[config.mk]
export PLATFORM = sky130hd
export DESIGN_NAME = coin_release_ctrl
export DESIGN_NICKNAME = d
export VERILOG_FILES = /design/src/rtl/vend_pkg.sv /design/src/rtl/coin_sense.sv /design/src/rtl/credit_store.sv /design/src/rtl/release_reg.sv /design/src/rtl/coin_release_ctrl.sv
export SDC_FILE = /design/constraint.sdc
export NUM_CORES = 1
export LEC_CHECK = 0
export ABC_AREA = 0
export BUFFER_PORTS_ARGS = -buffer_cell sky130_fd_sc_hd__buf_2
export CAP_MARGIN = 15
export CORE_AREA = 2 2 39 41
export DETAILED_ROUTE_END_ITERATION = 8
export DIE_AREA = 0 0 41 43
export HOLD_SLACK_MARGIN = 0.1
export PLACE_DENSITY_LB_ADDON = 0.15
export SYNTH_ARGS = -nofsm -noshare
export SYNTH_HDL_FRONTEND = slang
export SYNTH_SLANG_ARGS = --single-unit
[constraint.sdc]
create_clock -name clk -period 1.85 [get_ports clk]
set_input_delay 0.185 -clock clk [delete_from_list [all_inputs] [get_ports clk]]
set_output_delay 0.185 -clock clk [all_outputs]
set_load 0.02 [all_outputs]
[src/rtl/vend_pkg.sv]
package vend_pkg;

    // Credit codes; the binary setting stores these values directly
    typedef enum logic [1:0] {
        CR_0  = 2'b00,
        CR_5  = 2'b01,
        CR_10 = 2'b10,
        CR_15 = 2'b11
    } credit_e;

    // Coin event decoded from the two strobes
    typedef enum logic [1:0] {
        COIN_NONE   = 2'b00,
        COIN_NICKEL = 2'b01,
        COIN_DIME   = 2'b10
    } coin_e;

    localparam int unsigned NUM_CREDIT = 4;

    // Next credit for a given coin, saturating at 15 cents
    function automatic credit_e credit_step(credit_e cur, coin_e coin);
        credit_e nxt;
        nxt = cur;
        unique case (cur)
            CR_0:  if (coin == COIN_NICKEL) nxt = CR_5;
                   else if (coin == COIN_DIME) nxt = CR_10;
            CR_5:  if (coin == COIN_NICKEL) nxt = CR_10;
                   else if (coin == COIN_DIME) nxt = CR_15;
            CR_10: if (coin != COIN_NONE) nxt = CR_15;
            CR_15: nxt = CR_15;
            default: nxt = CR_0;
        endcase
        return nxt;
    endfunction

    // One-hot vector to credit code (bit index equals code value)
    function automatic credit_e credit_from_hot(logic [NUM_CREDIT-1:0] hot);
        credit_e c;
        c = CR_0;
        for (int i = 0; i < NUM_CREDIT; i++) begin
            if (hot[i]) c = credit_e'(i[1:0]);
        end
        return c;
    endfunction

endpackage

[src/rtl/coin_sense.sv]
module coin_sense
    import vend_pkg::*;
(
    input  logic  nickel,
    input  logic  dime,
    output coin_e coin
);
    // Dime wins when both strobes are high
    always_comb begin
        if (dime)        coin = COIN_DIME;
        else if (nickel) coin = COIN_NICKEL;
        else             coin = COIN_NONE;
    end
endmodule

[src/rtl/credit_store.sv]
module credit_store
    import vend_pkg::*;
#(
    parameter bit ONEHOT = 1'b0,
    localparam int unsigned SW = ONEHOT ? NUM_CREDIT : 2
)(
    input  logic          clk,
    input  logic          rst,
    input  coin_e         coin,
    output credit_e       credit,
    output logic [SW-1:0] state_raw,
    output logic          paid_next
);
    logic [SW-1:0] state_q;
    logic [SW-1:0] state_d;

    generate
        if (ONEHOT) begin : g_hot
            logic is_n, is_d, idle;
            assign is_n = (coin == COIN_NICKEL);
            assign is_d = (coin == COIN_DIME);
            assign idle = (coin == COIN_NONE);

            // Each bit depends only on its predecessor bits
            always_comb begin
                if (rst) begin
                    state_d = '0;
                    state_d[0] = 1'b1;
                end else begin
                    state_d[0] = state_q[0] & idle;
                    state_d[1] = (state_q[1] & idle) | (state_q[0] & is_n);
                    state_d[2] = (state_q[2] & idle) | (state_q[0] & is_d)
                               | (state_q[1] & is_n);
                    state_d[3] = state_q[3] | (state_q[2] & (is_n | is_d))
                               | (state_q[1] & is_d);
                end
            end
            assign credit    = credit_from_hot(state_q);
            assign paid_next = state_d[3];
        end else begin : g_bin
            always_comb begin
                if (rst) state_d = '0;
                else     state_d = credit_step(credit_e'(state_q), coin);
            end
            assign credit    = credit_e'(state_q);
            assign paid_next = (credit_e'(state_d) == CR_15);
        end
    endgenerate

    always_ff @(posedge clk) begin
        state_q <= state_d;
    end

    assign state_raw = state_q;
endmodule

[src/rtl/release_reg.sv]
module release_reg (
    input  logic clk,
    input  logic rst,
    input  logic paid_next,
    output logic open_q
);
    // Retimed output flop: loads the decode of the next state
    always_ff @(posedge clk) begin
        if (rst) open_q <= 1'b0;
        else     open_q <= paid_next;
    end
endmodule

[src/rtl/coin_release_ctrl.sv]
module coin_release_ctrl
    import vend_pkg::*;
#(
    parameter bit ONEHOT = 1'b0
)(
    input  logic clk,
    input  logic rst,
    input  logic nickel,
    input  logic dime,
    output logic open_o
);
    localparam int unsigned SW = ONEHOT ? NUM_CREDIT : 2;

    coin_e         coin;
    credit_e       credit;
    logic [SW-1:0] state_raw;
    logic          paid_next;

    coin_sense u_sense (
        .nickel (nickel),
        .dime   (dime),
        .coin   (coin)
    );

    credit_store #(.ONEHOT(ONEHOT)) u_store (
        .clk       (clk),
        .rst       (rst),
        .coin      (coin),
        .credit    (credit),
        .state_raw (state_raw),
        .paid_next (paid_next)
    );

    release_reg u_rel (
        .clk       (clk),
        .rst       (rst),
        .paid_next (paid_next),
        .open_q    (open_o)
    );
endmodule

=== Word-level counts from Yosys, hierarchy flattened ===
Index checks and enable logic that the tools add are counted.
Widths: inputs -> output; s select.

* Bits in registers: 3
* Word-level logic and storage cells: 19

* Reductions and logical operators: 2
* Eq/ne operators: 6
* Multiplexer cells: 9

{| class="wikitable"
|+ Operators with widths
! cell !! number
|-
| $mux 2 || 7
|-
| $eq 2x2->1 const B || 4
|-
| $pmux 2 s4 || 1
|-
| $eq 2x1->1 const B || 2
|-
| $logic_not 2->1 || 1
|-
| $reduce_bool 2->1 || 1
|-
| $mux 1 || 1
|}

=== Longest topological paths before layout ===
* Depth in word-level cells: 8
* Gate-level depth with buffers: 3
* Mapped depth without buffers: 3

=== Cells and area by module ===
Synthesis repeated with hierarchy kept, for this count alone.

* Cell total of the unflattened synthesis: 18
* Area total of the unflattened synthesis: 168.9 um2

{| class="wikitable"
|+ Modules (own cells, without submodules)
! module !! cells an instance !! area each (um2) !! times used
|-
| credit_store || 14 || 113.9 || 1
|-
| release_reg || 2 || 33.8 || 1
|-
| coin_sense || 2 || 21.3 || 1
|}

=== Worst setup path after synthesis ===
Ideal clock, no wire load.

* Path kind: reg2reg
* From: reg u_store.state_q[0], in the netlist u_store.credit[0]
* To: reg u_store.state_q[0], in the netlist u_store.credit[0]
* Slack: 1073 ps
* Buffers on the path: 0
* Data required time: 1730 ps
* Cell stages (with the launch flop): 4
* Data arrival time: 657 ps
* Cells stage by stage: dfxtp_1 -> nand2b_1 -> a21oi_1 -> nor3_2

* Cells in the longest elaborated chain, start to end: 4

{| class="wikitable"
|+ RTL lines
! what !! line !! source
|-
| start, declared || credit_store.sv:14 || <nowiki>logic [SW-1:0] state_q;</nowiki>
|-
| start signal, assigned || credit_store.sv:51 || <nowiki>state_q <= state_d;</nowiki>
|-
| $mux 2 (on tied branches) || vend_pkg.sv:28, vend_pkg.sv:26 ||
|-
| $mux 2 (on tied branches) || vend_pkg.sv:27, vend_pkg.sv:25 ||
|-
| $pmux 2 s4 (*) || vend_pkg.sv:24 || <nowiki>unique case (cur)</nowiki>
|-
| $mux 2 (*) || credit_store.sv:42 || <nowiki>if (rst) state_d = '0;</nowiki>
|-
| via u_store.state_d[0] || credit_store.sv:15 || <nowiki>logic [SW-1:0] state_d;</nowiki>
|}

The timed path passes the listed nets; every way through them passes the cells marked *.
A chain may end at the register's enable or synchronous reset.

=== Worst setup path after layout ===
* From: reg u_rel.open_q
* To: out open_o

{| class="wikitable"
|+ RTL lines
! what !! line !! source
|-
| start, declared || release_reg.sv:5 || <nowiki>output logic open_q</nowiki>
|-
| start signal, assigned || release_reg.sv:10 || <nowiki>else open_q <= paid_next;</nowiki>
|-
| end, declared || coin_release_ctrl.sv:10 || <nowiki>output logic open_o</nowiki>
|}

No word-level cell between the ends.

==> metrics.md <==
| Metric | Value |
|---|---|
| Leak | 0.0726 nW |
| Die extent in x | 41 um |
| Clk_lat worst skew | 0.23 ns |
| Yosys reg bits | 3 |
| Synth cell types | 8 |
| Syn Area/Cell | 10.0 um^2 |
| Slew Limit Headroom | 86.3% |
| Post-layout util | 13.5% |
| HPWL after detailed placement | 172 um |
| Final setup fails | 0 |
| Final nets | 25 |
| Max stage delay on crit path | 0.30 ns |
| Post-Syn Area | 120 um^2 |
| FF-to-FF Start | u_store.credit[0]$_DFF_P_ |
| Final Cell Area | 186 um^2 |
| Hold path endpoint | u_store.credit[0]$_DFF_P_ |
| Clock skew | 0.00383 ns |
| Slowest-stage cell, CP | dfxtp_1 |
| PD cells | 1110 mW/mm^2 |
| HP Class | input port to flop |
| Register Area | 60.1 um^2 |
| Fmax | 1160 MHz |
| Hold-fix buffers, CTS | 0 |
| Fillcell total | 164 |
| WHS Path Cells | 2 |
| CTS tree | built |
| RSZ-0062 raised after global routing | no |
| Grt ovf | 0 |
| CTS Buffer Depth | 2 |
| Largest net degree at the start of global routing | 6 |
| Reg2Reg Depth | 3 |
| Cells after Synth | 12 |
| Critical path peak fanout | 1 |
| Status | finished clean |
| Routed WL per cell | 6.94 um |
| Port buffer count | 4 |
| Die extent in y | 43 um |
| Ant. Diodes | 0 |
| Worst setup SP type | flop |
| Vias in the first global route | 123 |
| Post_cts resized | 0 |
| Pre-CTS setup slack | 1.04 ns |
| Clk sinks | 3 |
| Critical Path End Type | output port |
| Critical path data arrival time | 0.68 ns |
| Worst Setup Slack, final | 0.984 ns |
| Antenna violations before repair | 0 |
| Post-synthesis sequential area ratio | 50.0% |
| Crit-path cells | buf_2 |
| Antenna-violating nets left | 0 |
| Final setup TNS | 0 ns |
| Die area | 0.00176 mm^2 |
| Placed inst area | 160 um^2 |
| First-pass GRT wire length | 503 um |
| Fin crit period | 0.866 ns |
| Max cap viols | 0 |
| Syn-to-layout area delta | 55.2% |
| CTS clk-pin slew, worst paths | 0.04 ns |
| Final Hold Fails | 0 |
| GPL Wtd Cong | 0.520 |
| Starting Density | 8.68% |
| Initial drt markers | 4 |
| Hold Startpoint | rst |
| CTS Root Cell | clkbuf_4 |
| Placeable Area | 0.00138 mm^2 |
| Fin Hold WS | 0.161 ns |
| Ports | 5 |
| DRC errors left | 0 |
| Fin. max-slew vios | 0 |
| DR vias | 109 |
| Worst path bufs/invs | 1 |
| Peak supply drop | 0.349 mV |
| Synthesized Nets | 16 |
| YS warnings | 0 |
| Setup Crit Path Kind | flop to output port |
| Site Rows | 14 |
| Slew @ Worst Pin | 0.204 ns |
| Drt first pass iters | 2 |
| Footprint of the multi-input gates | 60.1 um^2 |
| Reg-to-reg slack, setup | 1.04 ns |
| Reg-to-Reg End | u_store.credit[0]$_DFF_P_ |
| Post-Route WL | 250 um |
| Req. time, crit path | 1.66 ns |
| Worst path top cell family by delay | flip-flops |
| Vias per inst | 3.03 |
| H-tree levels | 1 |
| TritonCTS buffer count | 3 |
| Total track usage | 5.22% |
| Proportion of layout cells with a drive suffix above 1 | 45.0% |
| Post-CTS Setup Inserts | 0 |
| Period utilization | 46.8% |
-- state kept, by name (all words and copies together), names as in the netlist --
signal          count
u_rel.open_q        1
u_store.credit      2
-- final cells by class --
type	instances	share of cell area [%]
Tap cell	16	10.7
Clock buffer	4	14.1
Multi-Input combinational cell	9	32.2
Timing Repair Buffer	4	10.7
Sequential cell	3	32.2
-- cell families after synthesis --
group | count (synthesis) | synth area share, %
flops | 3 | 50.0
compound gates | 3 | 14.6
simple gates | 6 | 35.4
-- per-layer routing --
metal | global-route usage (%) | wire length [um]
met5 | 0 | 0
met4 | 4.00 | 6
met3 | 7.85 | 43
met2 | 3.75 | 59
met1 | 6.11 | 141
-- layout by cell type (no fill, tap or decap) --
cell type / count
a211oi_1: 1
a21oi_1: 2
buf_2: 4
clkbuf_1: 1
clkbuf_4: 3
dfxtp_1: 3
nand2b_1: 1
nand3b_1: 1
nor2_1: 1
nor3_1: 1
nor3_2: 2
-- how the worst max path moves through the flow --
stage | slack [ns] | depth (start not counted) | from | to
global route | 0.94 | 1 | u_rel.open_q$_SDFF_PP0_ | open_o
floorplan | 1.07 | 3 | u_store.credit[0]$_DFF_P_ | u_store.credit[0]$_DFF_P_
CTS | 0.98 | 1 | u_rel.open_q$_SDFF_PP0_ | open_o
detailed placement | 1.04 | 3 | u_store.credit[0]$_DFF_P_ | u_store.credit[0]$_DFF_P_
finish | 0.98 | 1 | u_rel.open_q$_SDFF_PP0_ | open_o
global placement | 1.05 | 3 | u_store.credit[0]$_DFF_P_ | u_store.credit[0]$_DFF_P_
-- power breakdown --
part | total [W] | internal (W) | switching, W
sequential | 0.0000750 | 0.0000708 | 0.00000426
combinational | 0.0000207 | 0.00000973 | 0.0000109
clock | 0.000111 | 0.0000806 | 0.0000309
total | 0.000207 | 0.000161 | 0.0000461
-- Yosys cell counts --
| cell type | count | area, um^2 |
|---|---|---|
| dfxtp_1 | 3 | 60.1 |
| nor2_1 | 1 | 3.75 |
| a211oi_1 | 1 | 7.51 |
| nand2b_1 | 1 | 6.26 |
| nand3b_1 | 1 | 7.51 |
| nor3_1 | 1 | 5.00 |
| a21oi_1 | 2 | 10.0 |
| nor3_2 | 2 | 20.0 |
-- through the flow --
stage,std cells,power (W)
after floorplan,12,0.0000874
after global placement,32,0.0000962
after detailed placement,32,0.0000963
after CTS,36,0.000215
after global routing,36,0.000228
final,36,0.000207
No activity file was read; power rests on OpenSTA's default activity.
